## config.mk

```make
export PLATFORM = sky130hd
export DESIGN_NAME = spare_failover
export DESIGN_NICKNAME = d
export VERILOG_FILES = /design/src/rtl/spare_pkg.sv /design/src/rtl/spare_ctrl.sv /design/src/rtl/spare_dp.sv /design/src/rtl/spare_failover.sv
export SDC_FILE = /design/constraint.sdc
export NUM_CORES = 1
export LEC_CHECK = 0
export BUFFER_PORTS_ARGS = -buffer_cell sky130_fd_sc_hd__buf_2
export CAP_MARGIN = 20
export CORE_MARGIN = 3
export CORE_UTILIZATION = 45
export CTS_BUF_LIST = sky130_fd_sc_hd__clkbuf_2
export DETAILED_ROUTE_END_ITERATION = 7
export PLACE_DENSITY_LB_ADDON = 0.2
export SLEW_MARGIN = 20
export SYNTH_ARGS = -nofsm -noshare
export SYNTH_HDL_FRONTEND = slang
export SYNTH_SLANG_ARGS = --single-unit
```

## constraint.sdc

```tcl
create_clock -name clk -period 12.03 [get_ports clk]
set_input_delay 0.6015 -clock clk [delete_from_list [all_inputs] [get_ports clk]]
set_output_delay 0.6015 -clock clk [all_outputs]
set_load 0.005 [all_outputs]
```

## src/rtl/spare_pkg.sv

```systemverilog
package spare_pkg;

  typedef enum logic [1:0] {
    ST_IDLE   = 2'd0,
    ST_COPY   = 2'd1,
    ST_SPARED = 2'd2
  } spState_e;

  typedef struct packed {
    logic startCopy;
    logic copyStep;
    logic copying;
    logic spared;
  } ctrlStrobe_t;

endpackage

```

## src/rtl/spare_ctrl.sv

```systemverilog
module spare_ctrl
  import spare_pkg::*;
(
  input  logic        clk,
  input  logic        rstN,
  input  logic        active,
  input  logic        hit,
  input  logic        copyGnt,
  input  logic        copyLast,
  output ctrlStrobe_t strb,
  output logic [1:0]  stateOut
);

  spState_e stQ, stD;

  always_comb begin
    stD = stQ;
    strb = '0;
    strb.copying = (stQ == ST_COPY);
    strb.spared  = (stQ == ST_SPARED);
    unique case (stQ)
      ST_IDLE: begin
        if (active && hit) begin
          strb.startCopy = 1'b1;
          stD = ST_COPY;
        end
      end
      ST_COPY: begin
        if (copyGnt) begin
          if (copyLast) stD = ST_SPARED;
          else strb.copyStep = 1'b1;
        end
      end
      ST_SPARED: stD = ST_SPARED;
      default: stD = ST_IDLE;
    endcase
  end

  always_ff @(posedge clk) begin
    if (!rstN) stQ <= ST_IDLE;
    else       stQ <= stD;
  end

  assign stateOut = stQ;

  // the remap is permanent
  a_r8_spared_sticks: assert property (@(posedge clk) disable iff (!rstN)
    (stQ == ST_SPARED) |=> (stQ == ST_SPARED));

  // copying only ends on the final granted word
  a_r7_copy_holds: assert property (@(posedge clk) disable iff (!rstN)
    (stQ == ST_COPY && !(copyGnt && copyLast)) |=> (stQ == ST_COPY));

  // no start while sparing is inactive
  a_r9_no_start_inactive: assert property (@(posedge clk) disable iff (!rstN)
    (stQ == ST_IDLE && !active) |=> (stQ == ST_IDLE));

endmodule

```

## src/rtl/spare_dp.sv

```systemverilog
module spare_dp
  import spare_pkg::*;
#(
  parameter int NUM_CH = 2,
  parameter int SLOTS  = 3,
  parameter int CNT_W  = 4,
  parameter int SZ_W   = 3,
  localparam int NMOD   = NUM_CH * SLOTS,
  localparam int MOD_W  = (NMOD > 1) ? $clog2(NMOD) : 1,
  localparam int SLOT_W = (SLOTS > 1) ? $clog2(SLOTS) : 1,
  localparam int ADDR_W = (1 << SZ_W) - 1
) (
  input  logic                 clk,
  input  logic                 rstN,
  input  ctrlStrobe_t          strb,
  input  logic                 cfgSpareEn,
  input  logic [CNT_W-1:0]     cfgThresh,
  input  logic [NMOD-1:0]      popMask,
  input  logic [NMOD*SZ_W-1:0] sizeCodes,
  input  logic                 errValid,
  input  logic [MOD_W-1:0]     errMod,
  input  logic                 reqValid,
  input  logic                 reqWrite,
  input  logic [MOD_W-1:0]     reqMod,
  output logic [MOD_W-1:0]     reqPhysMod,
  output logic                 reqHole,
  output logic                 reqMirror,
  output logic [MOD_W-1:0]     reqMirrorMod,
  output logic [ADDR_W-1:0]    copyAddr,
  output logic [NUM_CH-1:0]    copySrcMask,
  output logic [MOD_W-1:0]     failMod,
  output logic                 cfgErr,
  output logic                 active,
  output logic                 hit,
  output logic                 copyLast
);

  // ---------------- configuration check ----------------
  logic [SZ_W-1:0] maxPrim;
  logic            cfgBad;
  logic            cfgErrQ, activeQ;

  always_comb begin
    maxPrim = '0;
    cfgBad  = 1'b0;
    for (int m = 0; m < NMOD; m++) begin
      if (popMask[m] && ((m % SLOTS) != SLOTS - 1) &&
          (sizeCodes[m*SZ_W +: SZ_W] > maxPrim))
        maxPrim = sizeCodes[m*SZ_W +: SZ_W];
    end
    for (int c = 0; c < NUM_CH; c++) begin
      if (!popMask[c*SLOTS + SLOTS - 1] ||
          (sizeCodes[(c*SLOTS + SLOTS - 1)*SZ_W +: SZ_W] < maxPrim))
        cfgBad = 1'b1;
    end
  end

  always_ff @(posedge clk) begin
    if (!rstN) begin
      cfgErrQ <= 1'b0;
      activeQ <= 1'b0;
    end else begin
      cfgErrQ <= cfgSpareEn & cfgBad;
      activeQ <= cfgSpareEn & ~cfgBad;
    end
  end

  assign cfgErr = cfgErrQ;
  assign active = activeQ;

  // a flagged configuration never leaves sparing active
  a_r3_err_blocks: assert property (@(posedge clk) disable iff (!rstN)
    cfgErrQ |-> !activeQ);

  // ---------------- per-module error counters ----------------
  logic [NMOD-1:0] over;

  for (genvar m = 0; m < NMOD; m++) begin : g_cnt
    localparam bit IS_PRIM = ((m % SLOTS) != SLOTS - 1);
    logic [CNT_W-1:0] cntQ;

    always_ff @(posedge clk) begin
      if (!rstN) cntQ <= '0;
      else if (errValid && (errMod == MOD_W'(m)) && (cntQ != {CNT_W{1'b1}}))
        cntQ <= cntQ + 1'b1;
    end

    assign over[m] = IS_PRIM && popMask[m] && (cntQ > cfgThresh);

    // saturating count
    a_r4_cnt_saturates: assert property (@(posedge clk) disable iff (!rstN)
      (cntQ == {CNT_W{1'b1}}) |=> (cntQ == {CNT_W{1'b1}}));
  end

  logic [MOD_W-1:0] hitMod;

  always_comb begin
    hitMod = '0;
    for (int m = NMOD - 1; m >= 0; m--)
      if (over[m]) hitMod = MOD_W'(m);
  end

  assign hit = |over;

  // ---------------- copy setup ----------------
  logic [SLOT_W-1:0] hitSlot;
  logic [NUM_CH-1:0] srcNext;
  logic [SZ_W-1:0]   lenSz;
  logic [ADDR_W-1:0] lastNext;

  always_comb begin
    hitSlot = SLOT_W'(int'(hitMod) % SLOTS);
    srcNext = '0;
    lenSz   = '0;
    for (int c = 0; c < NUM_CH; c++) begin
      srcNext[c] = popMask[c*SLOTS + int'(hitSlot)];
      if (srcNext[c] && (sizeCodes[(c*SLOTS + int'(hitSlot))*SZ_W +: SZ_W] > lenSz))
        lenSz = sizeCodes[(c*SLOTS + int'(hitSlot))*SZ_W +: SZ_W];
    end
    lastNext = ADDR_W'((1 << lenSz) - 1);
  end

  logic [MOD_W-1:0]  failModQ;
  logic [SLOT_W-1:0] failSlotQ;
  logic [NUM_CH-1:0] srcMaskQ;
  logic [ADDR_W-1:0] lastAddrQ, copyAddrQ;

  always_ff @(posedge clk) begin
    if (!rstN) begin
      failModQ  <= '0;
      failSlotQ <= '0;
      srcMaskQ  <= '0;
      lastAddrQ <= '0;
      copyAddrQ <= '0;
    end else if (strb.startCopy) begin
      failModQ  <= hitMod;
      failSlotQ <= hitSlot;
      srcMaskQ  <= srcNext;
      lastAddrQ <= lastNext;
      copyAddrQ <= '0;
    end else if (strb.copyStep) begin
      copyAddrQ <= copyAddrQ + 1'b1;
    end
  end

  assign copyLast    = (copyAddrQ == lastAddrQ);
  assign copyAddr    = copyAddrQ;
  assign copySrcMask = srcMaskQ;
  assign failMod     = failModQ;

  // one word per granted step
  a_r5_addr_step: assert property (@(posedge clk) disable iff (!rstN)
    strb.copyStep |=> (copyAddrQ == ADDR_W'($past(copyAddrQ) + 1'b1)));

  // the copy never runs past its length
  a_r5_addr_bound: assert property (@(posedge clk) disable iff (!rstN)
    strb.copying |-> (copyAddrQ <= lastAddrQ));

  // the failed index is frozen once chosen
  a_r8_fail_frozen: assert property (@(posedge clk) disable iff (!rstN)
    (strb.copying || strb.spared) |=> $stable(failModQ));

  // ---------------- address steering ----------------
  int reqChI, reqSlotI, spareIdx;
  logic hitFail;

  always_comb begin
    reqChI   = int'(reqMod) / SLOTS;
    reqSlotI = int'(reqMod) % SLOTS;
    spareIdx = reqChI * SLOTS + SLOTS - 1;
    hitFail  = (reqSlotI == int'(failSlotQ)) && (reqChI < NUM_CH);
    reqHole  = reqValid && activeQ && (reqSlotI == SLOTS - 1);
    reqPhysMod   = (strb.spared && hitFail) ? MOD_W'(spareIdx) : reqMod;
    reqMirrorMod = MOD_W'(spareIdx);
    reqMirror    = reqValid && reqWrite && strb.copying && hitFail &&
                   (reqChI < NUM_CH) && srcMaskQ[reqChI % NUM_CH];
  end

  // mirroring only while copying, only for writes
  a_r6_mirror_window: assert property (@(posedge clk) disable iff (!rstN)
    reqMirror |-> (strb.copying && reqWrite));

  // a hidden slot is never a mirror source
  a_r2_hole_no_mirror: assert property (@(posedge clk) disable iff (!rstN)
    reqHole |-> !reqMirror);

endmodule

```

## src/rtl/spare_failover.sv

```systemverilog
module spare_failover
  import spare_pkg::*;
#(
  parameter int NUM_CH = 2,
  parameter int SLOTS  = 3,
  parameter int CNT_W  = 4,
  parameter int SZ_W   = 3,
  localparam int NMOD   = NUM_CH * SLOTS,
  localparam int MOD_W  = (NMOD > 1) ? $clog2(NMOD) : 1,
  localparam int ADDR_W = (1 << SZ_W) - 1
) (
  input  logic                 clk,
  input  logic                 rstN,
  input  logic                 cfgSpareEn,
  input  logic [CNT_W-1:0]     cfgThresh,
  input  logic [NMOD-1:0]      popMask,
  input  logic [NMOD*SZ_W-1:0] sizeCodes,
  input  logic                 errValid,
  input  logic [MOD_W-1:0]     errMod,
  input  logic                 reqValid,
  input  logic                 reqWrite,
  input  logic [MOD_W-1:0]     reqMod,
  output logic [MOD_W-1:0]     reqPhysMod,
  output logic                 reqHole,
  output logic                 reqMirror,
  output logic [MOD_W-1:0]     reqMirrorMod,
  output logic                 copyReq,
  input  logic                 copyGnt,
  output logic [ADDR_W-1:0]    copyAddr,
  output logic [NUM_CH-1:0]    copySrcMask,
  output logic [1:0]           stateOut,
  output logic [MOD_W-1:0]     failMod,
  output logic                 cfgErr
);

  ctrlStrobe_t strb;
  logic active, hit, copyLast;

  spare_ctrl u_ctrl (
    .clk      (clk),
    .rstN     (rstN),
    .active   (active),
    .hit      (hit),
    .copyGnt  (copyGnt),
    .copyLast (copyLast),
    .strb     (strb),
    .stateOut (stateOut)
  );

  spare_dp #(
    .NUM_CH (NUM_CH),
    .SLOTS  (SLOTS),
    .CNT_W  (CNT_W),
    .SZ_W   (SZ_W)
  ) u_dp (
    .clk          (clk),
    .rstN         (rstN),
    .strb         (strb),
    .cfgSpareEn   (cfgSpareEn),
    .cfgThresh    (cfgThresh),
    .popMask      (popMask),
    .sizeCodes    (sizeCodes),
    .errValid     (errValid),
    .errMod       (errMod),
    .reqValid     (reqValid),
    .reqWrite     (reqWrite),
    .reqMod       (reqMod),
    .reqPhysMod   (reqPhysMod),
    .reqHole      (reqHole),
    .reqMirror    (reqMirror),
    .reqMirrorMod (reqMirrorMod),
    .copyAddr     (copyAddr),
    .copySrcMask  (copySrcMask),
    .failMod      (failMod),
    .cfgErr       (cfgErr),
    .active       (active),
    .hit          (hit),
    .copyLast     (copyLast)
  );

  assign copyReq = strb.copying;

  // copy requests appear only while copying
  a_r5_req_state: assert property (@(posedge clk) disable iff (!rstN)
    copyReq |-> (stateOut == 2'd1));

endmodule

```

==> results.ini <==
[drt]
route.detailed.wl_per_inst_um=17.26
drc=0
ant_nets=0
wl_mm=11.84
count_of_vias_placed_by_the_detailed_router=4142
vias_per_cell=6.038
drt_iter0_drc=295
drt_first_pass_iters=5

[clock_network]
cts_inserted_buffers=5
htree_num_levels=2
cts_max_path_buffers=2
clkSinkCount=41
cts_tree=done
worst_skew_late_latency_ns=0.42
clkTransAtPathRegs_ns=0.24
root_buffer=sky130_fd_sc_hd__clkbuf_2
ctsResizeCount=0
post-cts-setup-buffers=0
postCtsHoldBufs=0

[global_route]
grt_max_degree=28
grt_first_pass_wirelength_mm=18.95
grt_util_all_layers=0.2266
grtUsageMet1=0.3171
grt_antenna_before_repair=0
globalRouteMet2Util=0.3668
grt_overflow_total=0
grt_use_met3=0.03413
grt.busiest_layer=met2
first_global_vias=3819

[synthesis]
post_synth.cell_area_avg_um2=7.934
async_set_or_reset_register_ratio_after_synthesis=0
mappedNetlistNets=614
synth_sequential_area_ratio=0.1971
synth_area_um2=4165
synth.distinct_cells=75
ys_dominant_reg_cell=sky130_fd_sc_hd__dfxtp_1
synth.top_cells.by_area=sky130_fd_sc_hd__dfxtp_1, sky130_fd_sc_hd__ha_1, sky130_fd_sc_hd__nor2_1
syn_inst=525
synth_warnings=0
synth_enable_flop_cells=0
synth_largest_area_cell=sky130_fd_sc_hd__dfxtp_1
synth_top_area_frac=0.1971
postSynthRegisterBits=41

[placement]
port-buffer-count=64
routabilityCongestion=1.013
dp.cells=679
post-dp-hpwl_mm=9.309

[power]
power_mw=0.3378
seq_power_share=0.409
power.leakage_nw=2.004
maximum_resistive_drop_on_vdd_v=0.00005821
netSwitchingFraction=0.3493
power_per_cell_area_nw_per_um2=73.41
comb_power_share=0.351
cell_internal_pwr_mw=0.2198
p_clk_frac=0.240
switchingPower_mw=0.1180

[timing]
setup_viol=0
slew-limit-headroom=0.3890
skew_ns=0.03920
hold-worst-slack_ns=0.4559
post-route-period-util=0.6358
period_needed_ns=7.649
max_slew.worst_pin.slew_ns=0.8934
setup-tns-final_ns=0
fmaxAchievable_ghz=0.1307
final_max_slew_viol_count=0
timing_hold_violations_final=0
grt_setup_unrepaired=no

[worst_setup_path]
arrival_ns=7.99
worst_setup_path_start_kind=flop
timing_worst_setup_path_type=flop to flop
worst_path_most_repeated_cell=sky130_fd_sc_hd__ha_1
crit_slowest_cell=sky130_fd_sc_hd__ha_1
crit_path_max_fanout=20
worstPathRequired_ns=12.37
critical_path.endpoint_type=flop
cpPeakStageDelay_ns=0.69

[min_path]
worstHoldPathType=input port to flop

[run_status]
status=completed

[finish]
count_of_nets_after_finishing=667
post_route_cells_drive_above_1_share=0.1817
ant_diodes=0
area.growth.synth_to_final_pct=10.45
finalCoreUtilization=0.5199
final.fill_count=856
final_cells=686

[die]
effective_utilization_at_floorplan=0.4707
core_area_um2=8848
die-height_um=102.2
design.die.area_um2=10450
placement_rows=34
die_x_extent_um=102.2
num_io_pins=65

[flow_run]
timing.max_cap.violations=0

cells in the final DEF, fill, tap and decap left out, types with 4 or more instances in the layout:
cell type / synthesis / final
sky130_fd_sc_hd__buf_2: 4 / 64
sky130_fd_sc_hd__ha_1: 48 / 48
sky130_fd_sc_hd__o211ai_1: 5 / 5
sky130_fd_sc_hd__o21a_1: 6 / 6
sky130_fd_sc_hd__a31oi_1: 4 / 4
sky130_fd_sc_hd__mux2i_1: 13 / 13
sky130_fd_sc_hd__clkbuf_2: 0 / 5
sky130_fd_sc_hd__nand4_1: 15 / 15
sky130_fd_sc_hd__o21ai_0: 18 / 18
sky130_fd_sc_hd__a21oi_1: 24 / 24
sky130_fd_sc_hd__nor4_1: 5 / 5
sky130_fd_sc_hd__o211a_1: 4 / 4
sky130_fd_sc_hd__xor2_1: 16 / 16
sky130_fd_sc_hd__xnor2_1: 13 / 13
sky130_fd_sc_hd__nand3_1: 13 / 13
sky130_fd_sc_hd__nor2_1: 68 / 68
sky130_fd_sc_hd__nor3_1: 12 / 12
sky130_fd_sc_hd__dfxtp_1: 41 / 41
sky130_fd_sc_hd__mux2_2: 7 / 7
sky130_fd_sc_hd__inv_1: 29 / 29
sky130_fd_sc_hd__and3_1: 5 / 5
sky130_fd_sc_hd__a211oi_1: 10 / 10
sky130_fd_sc_hd__o221ai_1: 10 / 10
sky130_fd_sc_hd__nand2b_1: 7 / 7
sky130_fd_sc_hd__nand2_1: 45 / 45
sky130_fd_sc_hd__nor3b_1: 4 / 4
sky130_fd_sc_hd__nor2b_1: 13 / 13
sky130_fd_sc_hd__a21o_1: 6 / 6
Yosys cell counts, types with 7 or more instances:
library cell,number
sky130_fd_sc_hd__a211oi_1,10
sky130_fd_sc_hd__a21oi_1,24
sky130_fd_sc_hd__clkbuf_1,10
sky130_fd_sc_hd__dfxtp_1,41
sky130_fd_sc_hd__ha_1,48
sky130_fd_sc_hd__inv_1,29
sky130_fd_sc_hd__mux2_2,7
sky130_fd_sc_hd__mux2i_1,13
sky130_fd_sc_hd__nand2_1,45
sky130_fd_sc_hd__nand2b_1,7
sky130_fd_sc_hd__nand3_1,13
sky130_fd_sc_hd__nand4_1,15
sky130_fd_sc_hd__nor2_1,68
sky130_fd_sc_hd__nor2b_1,13
sky130_fd_sc_hd__nor3_1,12
sky130_fd_sc_hd__o21ai_0,18
sky130_fd_sc_hd__o221ai_1,10
sky130_fd_sc_hd__xnor2_1,13
sky130_fd_sc_hd__xor2_1,16
routing by layer:
layer,part of all wire,up-vias
li1,-,2033
met1,0.47,1958
met2,0.45,131
met3,0.061,20
met4,0.016,0
met5,0,-
power groups by stage:
stage	clock network (mW)	registers (mW)	logic, mW
after floorplan	0	0.141	0.0824
after global placement	0	0.141	0.115
final	0.0810	0.138	0.119
after global routing	0.0877	0.138	0.133
after detailed placement	0	0.141	0.117
after CTS	0.0833	0.138	0.118
logic make-up after synthesis:
family | count (synthesis) | share of synthesized area
AOI/OAI and AO/OA | 135 | 0.2626
other | 1 | 0.0009003
xor gates and xnor gates | 29 | 0.06098
and+or+nand+nor | 197 | 0.2238
buffers and inverters | 52 | 0.05137
adders and majority gates | 48 | 0.1442
DFF | 41 | 0.1971
muxes | 22 | 0.05918
worst max-delay path, delay by kind of cell, from the launching register on:
family	cells	cell delay, ns
buf+inv	4	0.38
simple gates	5	1.04
fa+ha+maj	5	1.99
mux	1	0.36
flops	1	0.45
compound gates	14	3.33
flip-flops by register name, indices dropped and copies added, names as in the netlist:
name	cells
u_dp.active	1
u_dp.lastAddrQ	7
u_ctrl.stateOut	2
u_dp.cfgErr	1
u_dp.g_cnt.cntQ	16
u_dp.copyAddr	7
u_dp.failMod	3
u_dp.failSlotQ	2
u_dp.copySrcMask	2
path summary, 6_finish.rpt:
check                        startpoint                end  slack, ns  cells after the start
setup / recovery  u_dp.g_cnt[3].cntQ[0]  u_dp.lastAddrQ[2]       4.38                     29
hold / removal               cfgSpareEn        u_dp.cfgErr       0.46                      3
setup reg to reg  u_dp.g_cnt[3].cntQ[0]  u_dp.lastAddrQ[2]       4.38                     29
hold reg to reg         u_dp.failMod[1]    u_dp.failMod[1]       0.47                      2
layout make-up:
class,count,area (um^2),area share
Multi-Input combinational cell,432,3131,0.6804
Timing Repair Buffer,65,327.8,0.07125
Inverter,33,126.4,0.02747
Clock buffer,5,25.02,0.005439
Sequential cell,41,820.8,0.1784
Tap cell,108,135.1,0.02937
Clock inverter,2,35.03,0.007615
per-stage QoR:
stage               area [um^2]  setup slack (ns)
floorplan                  4165             5.153
global placement           4541             4.295
detailed placement         4541             4.203
CTS                        4601             4.539
global route               4601             3.878
finish                     4601             4.381
No activity file was read; power rests on OpenSTA's default activity.
